**config.mk**
```make
export PLATFORM = sky130hd
export DESIGN_NAME = mmu_xlate
export DESIGN_NICKNAME = d
export VERILOG_FILES = /design/src/rtl/mmu_pkg.sv /design/src/rtl/tlb_cam.sv /design/src/rtl/tlb_victim.sv /design/src/rtl/mmu_xlate.sv
export SDC_FILE = /design/constraint.sdc
export NUM_CORES = 1
export LEC_CHECK = 0
export BUFFER_PORTS_ARGS = -buffer_cell sky130_fd_sc_hd__buf_2
export CORE_ASPECT_RATIO = 2
export CORE_UTILIZATION = 45
export CTS_CLUSTER_DIAMETER = 150
export DETAILED_ROUTE_END_ITERATION = 8
export PLACE_DENSITY = 0.69
export SLEW_MARGIN = 30
export SYNTH_ARGS = -nofsm -noshare
export SYNTH_HDL_FRONTEND = slang
export SYNTH_SLANG_ARGS = --single-unit
export TNS_END_PERCENT = 5
```
**constraint.sdc**
```tcl
create_clock -name clk -period 4.85 [get_ports clk]
set_input_delay 0.485 -clock clk [delete_from_list [all_inputs] [get_ports clk]]
set_output_delay 0.485 -clock clk [all_outputs]
set_load 0.02 [all_outputs]
```
**src/rtl/mmu_pkg.sv**
```systemverilog
package mmu_pkg;

    typedef enum logic [2:0] {
        ST_IDLE,
        ST_LOOKUP,
        ST_WALK_REQ,
        ST_WALK_WAIT,
        ST_DONE
    } xl_state_e;

    localparam int PTE_VALID_BIT = 0;

endpackage

```
**src/rtl/tlb_cam.sv**
```systemverilog
module tlb_cam #(
    parameter int ENTRIES = 16,
    parameter int VPN_W   = 20,
    parameter int PFN_W   = 20,
    localparam int IDX_W  = $clog2(ENTRIES)
) (
    input  logic               clk,
    input  logic               rst_n,
    input  logic               flush,
    input  logic               wr_en,
    input  logic [IDX_W-1:0]   wr_idx,
    input  logic [VPN_W-1:0]   wr_vpn,
    input  logic [PFN_W-1:0]   wr_pfn,
    input  logic [VPN_W-1:0]   lk_vpn,
    output logic               lk_hit,
    output logic [PFN_W-1:0]   lk_pfn,
    output logic [ENTRIES-1:0] valid_vec
);

    logic [ENTRIES-1:0] match;
    logic [PFN_W-1:0]   pfn_gated [ENTRIES];

    for (genvar i = 0; i < ENTRIES; i++) begin : g_slot
        logic             slot_v;
        logic [VPN_W-1:0] slot_vpn;
        logic [PFN_W-1:0] slot_pfn;
        logic             slot_wr;

        assign slot_wr = wr_en && (wr_idx == IDX_W'(i));

        always_ff @(posedge clk or negedge rst_n) begin
            if (!rst_n) begin
                slot_v <= 1'b0;
            end else if (flush) begin
                slot_v <= 1'b0;
            end else if (slot_wr) begin
                slot_v <= 1'b1;
            end
        end

        always_ff @(posedge clk) begin
            if (slot_wr) begin
                slot_vpn <= wr_vpn;
                slot_pfn <= wr_pfn;
            end
        end

        assign match[i]     = slot_v && (slot_vpn == lk_vpn);
        assign pfn_gated[i] = match[i] ? slot_pfn : '0;
        assign valid_vec[i] = slot_v;
    end

    // Keys are unique, so at most one slot matches and an OR merges the values.
    always_comb begin
        lk_pfn = '0;
        for (int i = 0; i < ENTRIES; i++) begin
            lk_pfn = lk_pfn | pfn_gated[i];
        end
    end

    assign lk_hit = |match;

endmodule

```
**src/rtl/tlb_victim.sv**
```systemverilog
module tlb_victim #(
    parameter int ENTRIES = 16,
    localparam int IDX_W  = $clog2(ENTRIES)
) (
    input  logic               clk,
    input  logic               rst_n,
    input  logic               flush,
    input  logic [ENTRIES-1:0] valid_vec,
    input  logic               fill,
    output logic [IDX_W-1:0]   victim_idx
);

    logic             free_found;
    logic [IDX_W-1:0] free_idx;
    logic [IDX_W-1:0] rr_q;

    // Scan from the top so that the lowest empty slot is the one kept.
    always_comb begin
        free_found = 1'b0;
        free_idx   = '0;
        for (int i = ENTRIES - 1; i >= 0; i--) begin
            if (!valid_vec[i]) begin
                free_found = 1'b1;
                free_idx   = IDX_W'(i);
            end
        end
    end

    assign victim_idx = free_found ? free_idx : rr_q;

    always_ff @(posedge clk or negedge rst_n) begin
        if (!rst_n) begin
            rr_q <= '0;
        end else if (flush) begin
            rr_q <= '0;
        end else if (fill && !free_found) begin
            rr_q <= (rr_q == IDX_W'(ENTRIES - 1)) ? '0 : rr_q + 1'b1;
        end
    end

endmodule

```
**src/rtl/mmu_xlate.sv**
```systemverilog
module mmu_xlate
    import mmu_pkg::*;
#(
    parameter int VA_W        = 32,
    parameter int PA_W        = 32,
    parameter int PAGE_BITS   = 12,
    parameter int PTE_W       = 32,
    parameter int TLB_ENTRIES = 16
) (
    input  logic            clk,
    input  logic            rst_n,
    input  logic            req_valid,
    output logic            req_ready,
    input  logic [VA_W-1:0] req_vaddr,
    output logic            rsp_valid,
    output logic [PA_W-1:0] rsp_paddr,
    output logic            rsp_fault,
    input  logic            base_we,
    input  logic [PA_W-1:0] base_wdata,
    output logic            mem_req_valid,
    output logic [PA_W-1:0] mem_req_addr,
    input  logic            mem_rsp_valid,
    input  logic [PTE_W-1:0] mem_rsp_data
);

    localparam int VPN_W = VA_W - PAGE_BITS;
    localparam int PFN_W = PA_W - PAGE_BITS;
    localparam int IDX_W = $clog2(TLB_ENTRIES);

    xl_state_e          state, state_nx;
    logic [VA_W-1:0]    va_q;
    logic [PTE_W-1:0]   pte_q;
    logic [PA_W-1:0]    base_q;

    logic [VPN_W-1:0]       va_vpn;
    logic [PFN_W-1:0]       pte_pfn;
    logic [PFN_W-1:0]       mem_pfn;
    logic                   lk_hit;
    logic [PFN_W-1:0]       lk_pfn;
    logic [TLB_ENTRIES-1:0] valid_vec;
    logic [IDX_W-1:0]       victim_idx;
    logic                   refill;

    assign va_vpn  = va_q[VA_W-1:PAGE_BITS];
    assign pte_pfn = pte_q[PTE_W-1 -: PFN_W];
    assign mem_pfn = mem_rsp_data[PTE_W-1 -: PFN_W];
    assign refill  = (state == ST_WALK_WAIT) && mem_rsp_valid
                     && mem_rsp_data[PTE_VALID_BIT];

    tlb_cam #(
        .ENTRIES (TLB_ENTRIES),
        .VPN_W   (VPN_W),
        .PFN_W   (PFN_W)
    ) i_cam (
        .clk       (clk),
        .rst_n     (rst_n),
        .flush     (base_we),
        .wr_en     (refill),
        .wr_idx    (victim_idx),
        .wr_vpn    (va_vpn),
        .wr_pfn    (mem_pfn),
        .lk_vpn    (va_vpn),
        .lk_hit    (lk_hit),
        .lk_pfn    (lk_pfn),
        .valid_vec (valid_vec)
    );

    tlb_victim #(
        .ENTRIES (TLB_ENTRIES)
    ) i_victim (
        .clk        (clk),
        .rst_n      (rst_n),
        .flush      (base_we),
        .valid_vec  (valid_vec),
        .fill       (refill),
        .victim_idx (victim_idx)
    );

    // State register
    always_ff @(posedge clk or negedge rst_n) begin
        if (!rst_n) begin
            state <= ST_IDLE;
        end else begin
            state <= state_nx;
        end
    end

    // Datapath registers
    always_ff @(posedge clk or negedge rst_n) begin
        if (!rst_n) begin
            va_q   <= '0;
            pte_q  <= '0;
            base_q <= '0;
        end else begin
            if (state == ST_IDLE && req_valid) begin
                va_q <= req_vaddr;
            end
            if (state == ST_WALK_WAIT && mem_rsp_valid) begin
                pte_q <= mem_rsp_data;
            end
            if (base_we) begin
                base_q <= base_wdata;
            end
        end
    end

    // Next state
    always_comb begin
        state_nx = state;
        unique case (state)
            ST_IDLE:      if (req_valid)     state_nx = ST_LOOKUP;
            ST_LOOKUP:    state_nx = lk_hit ? ST_IDLE : ST_WALK_REQ;
            ST_WALK_REQ:  state_nx = ST_WALK_WAIT;
            ST_WALK_WAIT: if (mem_rsp_valid) state_nx = ST_DONE;
            ST_DONE:      state_nx = ST_IDLE;
            default:      state_nx = ST_IDLE;
        endcase
    end

    // Outputs
    always_comb begin
        req_ready     = 1'b0;
        rsp_valid     = 1'b0;
        rsp_paddr     = '0;
        rsp_fault     = 1'b0;
        mem_req_valid = 1'b0;
        mem_req_addr  = base_q + (PA_W'(va_vpn) << 2);
        unique case (state)
            ST_IDLE: req_ready = 1'b1;
            ST_LOOKUP: begin
                if (lk_hit) begin
                    rsp_valid = 1'b1;
                    rsp_paddr = {lk_pfn, va_q[PAGE_BITS-1:0]};
                end
            end
            ST_WALK_REQ: mem_req_valid = 1'b1;
            ST_WALK_WAIT: ;
            ST_DONE: begin
                rsp_valid = 1'b1;
                if (pte_q[PTE_VALID_BIT]) begin
                    rsp_paddr = {pte_pfn, va_q[PAGE_BITS-1:0]};
                end else begin
                    rsp_fault = 1'b1;
                end
            end
            default: ;
        endcase
    end

endmodule

```
Yosys cells after proc, flatten, opt, wreduce, memory -nomap -nowiden
Cells that the tools add are included.
{"block": "word_totals", "in_bits": 101, "register_bits": 759}
{"block": "classes", "muxes": 97, "n_addsub": 2, "n_eq_ne": 38, "n_reduce_logical": 58, "bitwise_logic": 15}
{"op": "$eq 20x20->1", "n": 16}
{"op": "$mux 20", "n": 16}
{"op": "$or 20x20->20", "n": 15}
{"op": "$mux 4", "n": 20}
{"op": "$mux 32", "n": 2}
{"op": "$pmux 32 s2", "n": 1}
{"op": "$mux 1", "n": 53}
{"op": "$eq 4x4->1 const B", "n": 9}
{"op": "$logic_and 1x1->1", "n": 36}
{"op": "$reduce_bool 2->1", "n": 17}
{"op": "$add 32x22->32", "n": 1}
{"op": "$eq 4x3->1 const B", "n": 4}
{"op": "$reduce_or 16->1", "n": 1}
{"op": "$pmux 3 s4", "n": 1}
{"op": "$eq 4x2->1 const B", "n": 2}
{"op": "$eq 3x2->1 const B", "n": 2}
{"op": "$mux 3", "n": 2}
{"op": "$add 4x1->4 const B", "n": 1}
{"op": "$eq 4x1->1 const B", "n": 1}
{"op": "$logic_not 4->1", "n": 1}
{"op": "$ne 2x2->1 const B", "n": 2}
{"op": "$eq 3x1->1 const B", "n": 1}
{"op": "$eq 3x3->1 const B", "n": 1}
{"op": "$logic_not 3->1", "n": 1}
{"op": "other kinds (4)", "n": 4}

Logic depth before layout (Yosys ltp)
{"block": "depth", "depth_word": 21, "ltp_mapped": 12}

Modules after synthesis
Synthesis repeated with hierarchy kept, for this count alone.
{"block": "unflattened", "cells_unflattened": 2252, "hier_area_um2": 32319.7}
{"mod": "tlb_cam", "cells_per_inst": 1717, "n_inst": 1, "area_each_um2": 26898.3, "seq_area_each_um2": 19618.8}
{"mod": "mmu_xlate", "cells_per_inst": 478, "n_inst": 1, "area_each_um2": 4986.0, "seq_area_each_um2": 2202.1}
{"mod": "tlb_victim", "cells_per_inst": 57, "n_inst": 1, "area_each_um2": 435.4, "seq_area_each_um2": 100.1}

Least setup slack after synthesis
OpenSTA, ideal clock, no wires.
{"block": "synth_timing", "path_type": "register to register", "start": "register i_cam.g_slot[14].slot_v", "end": "register i_cam.g_slot[15].slot_pfn[0], enable pin", "t_required_ps": 4412, "t_arrival_ps": 3483, "path_buffers": 0, "path_slack_ps": 929, "period_less_slack_ps": 3921, "stages_incl_launch_ff": 9, "cell_sequence": "dfrtp_1 inv_1 o21ai_0 a21oi_1 o21ai_0 a2111oi_0 o41ai_1 nand2_1 nor2_1"}
{"block": "synth_via", "elab_chain_len": 18, "word_cells_on_any_way": 33, "cone_classes": "1 x eq/ne; 31 x mux; 1 x reduce/logical"}
{"element": "start: declaration", "line": "tlb_cam.sv:24", "text": "logic slot_v;"}
{"element": "start signal: assignment", "line": "tlb_cam.sv:33", "text": "slot_v <= 1'b0;"}
{"element": "start signal: assignment", "line": "tlb_cam.sv:35", "text": "slot_v <= 1'b0;"}
{"element": "start signal: assignment", "line": "tlb_cam.sv:37", "text": "slot_v <= 1'b1;"}
{"element": "$mux 4 / $mux 1 (equally long branches) (15 in a row)", "line": "tlb_victim.sv:22", "text": "if (!valid_vec[i]) begin"}
{"element": "$mux 4 *", "line": "tlb_victim.sv:29", "text": "assign victim_idx = free_found ? free_idx : rr_q;"}
{"element": "$eq 4x4->1 *", "line": "tlb_cam.sv:29", "text": "assign slot_wr = wr_en && (wr_idx == IDX_W'(i));"}
{"element": "$logic_and 1x1->1 *", "line": "tlb_cam.sv:29"}
{"element": "named net i_cam.g_slot[15].slot_wr", "line": "tlb_cam.sv:27", "text": "logic slot_wr;"}
{"element": "end signal: assignment", "line": "tlb_cam.sv:44", "text": "slot_pfn <= wr_pfn;"}
{"element": "end: declaration", "line": "tlb_cam.sv:26", "text": "logic [PFN_W-1:0] slot_pfn;"}
Mark *: on every way through the listed nets, which the timed path passes. The rest lies on a longest branch.
A chain may end at the register's enable or synchronous reset.

Worst setup path in the final report
{"block": "layout_timing", "start": "register va_q[30]", "end": "output port rsp_paddr[21]"}
{"block": "layout_via", "elab_chain_len": 20, "word_cells_on_any_way": 66, "cone_classes": "16 x eq/ne; 18 x mux; 15 x bitwise; 17 x reduce/logical"}
{"element": "start: declaration", "line": "mmu_xlate.sv:31", "text": "logic [VA_W-1:0] va_q;"}
{"element": "start signal: assignment", "line": "mmu_xlate.sv:96", "text": "va_q <= req_vaddr;"}
{"element": "$eq 20x20->1", "line": "tlb_cam.sv:48", "text": "assign match[i] = slot_v && (slot_vpn == lk_vpn);"}
{"element": "$logic_and 1x1->1", "line": "tlb_cam.sv:48"}
{"element": "$mux 20", "line": "tlb_cam.sv:49", "text": "assign pfn_gated[i] = match[i] ? slot_pfn : '0;"}
{"element": "$or 20x20->20 (15 in a row)", "line": "tlb_cam.sv:57", "text": "lk_pfn = lk_pfn | pfn_gated[i];"}
{"element": "$mux 32 *", "line": "mmu_xlate.sv:131", "text": "if (lk_hit) begin"}
{"element": "$pmux 32 s2 *", "line": "mmu_xlate.sv:128", "text": "unique case (state)"}
{"element": "end: declaration", "line": "mmu_xlate.sv:16", "text": "output logic [PA_W-1:0] rsp_paddr,"}
Mark *: on every way between the ends. The rest lies on a longest branch, timed or not.

==> reports/metrics.cfg <==
[logic_synthesis]
yosysTopAreaCellShare_pct = 62.8
syn_nets = 2042
netlist_instances = 1919
ys_seq_area_share_pct = 71.6
synth_edf_count = 640
yosysWarningCount = 0
ys.flop_type = edfxtp_1
netlist.top_cell.by_area = edfxtp_1
netlist_top_cells_count = edfxtp_1 (640), xor2_1 (270), nand2_1 (110)
yosysUniqueCellTypes = 57
ys_async_sr_fraction_pct = 14.4
syn_area_per_cell_um2 = 16.0
yosys-top-cells-area = edfxtp_1 (63%), dfrtp_1 (8.8%), xor2_1 (7.7%)
synth.most_common_cell = edfxtp_1
synthesis.area_um2 = 30600
ys_ff_latch = 748

[clocking]
clkSlewWorstSetupHoldPaths_ps = 70
clock_latency_ps = 620
cts_buffer_depth = 3
cts_tree = yes
cts_inserted_buffers = 67
postCtsSetupBuffers = 0
root_buffer = clkbuf_16
htreeDepth = 3
clkSinkCount = 748

[floorplanning]
dieArea_um2 = 69100
die_x_um = 186
ios = 169
rows = 134
initial_core_util_pct = 45.6
dieHeight_um = 371
core_um2 = 67100

[min_path]
whs_endpoint = base_q[18]
min_path_type = input port to flop
whs_path_depth = 2
min-delay-start = base_wdata[18]

[global_route]
grtUsageTotal_pct = 22.4
grt_pass1_wl_mm = 115
grt_max_degree = 66
grt_pass1_vias = 18400
globalRouteOverflowTotal = 0
antenna_found_initial = 3

[setup_path]
r2r-end = i_cam.g_slot[15].slot_pfn[5]
slowest_delay_ps = 650
cp_data_arrival_time_ps = 4250
cp_cell_sequence = xor2_1 -> nor4_1 -> nand4_1 -> nor4_4 -> or4_1 -> o41ai_4 -> or2_4 -> buf_4 -> o21ai_1 -> buf_2
end_kind = output pin
cp_max_fo = 25
r2r_cells = 9
critPathBufInv = 2
worstPathRequired_ps = 4370
reg2reg_slack_ps = 1350
timing.rr.start = i_cam.g_slot[14].slot_v
crit_type = flop to output pin
critPathTopFamily = simple AND/OR/NAND/NOR gates
startpoint_type = flop
crit_slowest_cell = dfrtp_4

[sta]
tightest_slew_ps = 986
final_hold_viol_count = 0
post-route-min-period_ps = 4730
layout_setup_ws_ps = 120
skew_ps = 34.7
timing.final.max_slew_violations = 0
fmax_mhz = 211
whs_ps = 113
rsz0062_at_grt = true
maxSlewHeadroom_pct = 34.3
final-setup-viol-count = 0
fin_crit_sh_pct = 97.5

[route]
first_pass_iters = 5
wirelength_mm = 77.0
dr_total_vias = 17700
viasPerCell = 5.74
wire_per_inst_um = 25.0
postRouteAntennaNets = 0
drc = 0
drtIter0Drc = 1449

[place]
dpl.hpwl_mm = 47.1
pre_cts_ws_ps = 470
io_buffers = 157
gp_congestion = 0.878

[power]
vdd_drop_max_uv = 489
p_leak_nw = 12.3
powerDensity_nw_per_um2 = 515

[status]
status = completed

[final_layout]
nets = 2263
drive_gt1_share_pct = 21.4
final_util_pct = 52.7
area_delta_synth_final_pct = 15.4

[job]
max_cap_violations = 0

## metrics by stage
| stage | TNS, ps | power, mW | instances | cell area [um^2] |
|---|---|---|---|---|
| 2_1_floorplan | 0 | 11.3 | 1919 | 30600 |
| 3_3_place_gp | 0 | 12.8 | 2954 | 33000 |
| 3_5_place_dp | 0 | 13.0 | 2954 | 33000 |
| 4_1_cts | 0 | 18.3 | 3078 | 35300 |
| 5_1_grt | -281 | 18.9 | 3079 | 35300 |
| 6_report | 0 | 18.2 | 3081 | 35300 |
## repair_timing
action / 4_1_cts / 5_1_grt
resized for setup: 8 / 5
endpoints found under the hold margin: 0 / 64
hold buffers: 0 / 1
pin swaps: 0 / 2
endpoints found under the setup margin: 10 / 10
## worst register-to-register path, stage by stage, from the launching register on
cell and delay (ps):
dfrtp_1 380, inv_1 100, o21ai_0 200, a21oi_1 90, o21ai_0 160, a2111oi_0 150
o41ai_2 630, nand2_1 430, nor2_4 720, buf_12 300
## sequential cells by signal, summed over array words and instances, names as in the netlist
register and cells:
base_q 32, i_cam.g_slot.slot_pfn 320, i_cam.g_slot.slot_v 16, i_cam.g_slot.slot_vpn 320, i_victim.rr_q 4, pte_q 21, state 3, va_q 32
## worst max-delay path by stage
stage | startpoint | endpoint | cells past startpoint
detailed placement | va_q[30] | rsp_paddr[14] | 9
finish | va_q[30] | rsp_paddr[21] | 10
global route | va_q[30] | rsp_paddr[15] | 11
CTS | va_q[30] | rsp_paddr[22] | 11
floorplan | i_cam.g_slot[14].slot_v | i_cam.g_slot[15].slot_pfn[0] | 8
global placement | va_q[27] | rsp_paddr[14] | 9
## area by class of cell
| type | count | area (um^2) |
|---|---|---|
| Sequential cell | 748 | 22000 |
| Tap cell | 884 | 1110 |
| Antenna cell | 2 | 5.00 |
| Inverter | 24 | 90.1 |
| Clock inverter | 32 | 313 |
| Fill cell | 5427 | 31700 |
| Clock buffer | 92 | 1890 |
| Timing Repair Buffer | 250 | 1710 |
| Multi-Input combinational cell | 1049 | 8250 |
## placed cells by master (no fill, tap or decap), types with 5 or more instances in the layout
| master | instances |
|---|---|
| nor3_1 | 21 |
| and4_1 | 21 |
| nand2_1 | 110 |
| nor4_2 | 12 |
| a21o_1 | 9 |
| clkbuf_1 | 15 |
| ha_1 | 21 |
| mux2_2 | 62 |
| nand2b_1 | 12 |
| nor3b_1 | 5 |
| nor2_4 | 16 |
| o21a_1 | 6 |
| a21oi_1 | 25 |
| clkbuf_8 | 8 |
| dfrtp_4 | 6 |
| o22ai_1 | 16 |
| o21ai_0 | 14 |
| buf_12 | 17 |
| xor2_1 | 270 |
| xnor2_1 | 78 |
| buf_2 | 156 |
| clkinv_2 | 12 |
| a21boi_1 | 12 |
| nor4_1 | 49 |
| o21ai_1 | 18 |
| clkbuf_16 | 69 |
| nor2_1 | 20 |
| nand4_1 | 35 |
| dfrtp_1 | 96 |
| inv_1 | 24 |
| buf_4 | 74 |
| a221oi_1 | 80 |
| inv_6 | 5 |
| a22o_1 | 80 |
| edfxtp_1 | 640 |
| dfrtp_2 | 6 |
| nand3_1 | 6 |
## cells by family (layout without fill, tap and decap cells)
group	after synthesis	in the layout	synth area share [%]
simple gates	333	333	5.75
other cells	0	2	0
mux	64	64	2.35
xor+xnor	348	348	9.96
compound gates	282	282	7.07
flops	748	748	71.6
fa+ha+maj	22	22	0.924
buf+inv	122	398	2.35
## per-layer routing
metal / part of all wire (%) / up-vias / track usage [%]
met2: 54 / 682 / 41.7
met1: 36 / 9049 / 25.1
met5: 0.013 / - / 0
met4: 4.4 / 2 / 10.5
met3: 5.7 / 186 / 3.13
li1: - / 7773 / -
## report_power, final
| group | internal (mW) | leakage (nW) | switching [mW] |
|---|---|---|---|
| clock | 2.99 | 1.08 | 2.37 |
| sequential | 7.71 | 7.08 | 0.576 |
| combinational | 1.83 | 4.14 | 2.72 |
| total | 12.5 | 12.3 | 5.67 |
(Power assumes the default switching activity.)
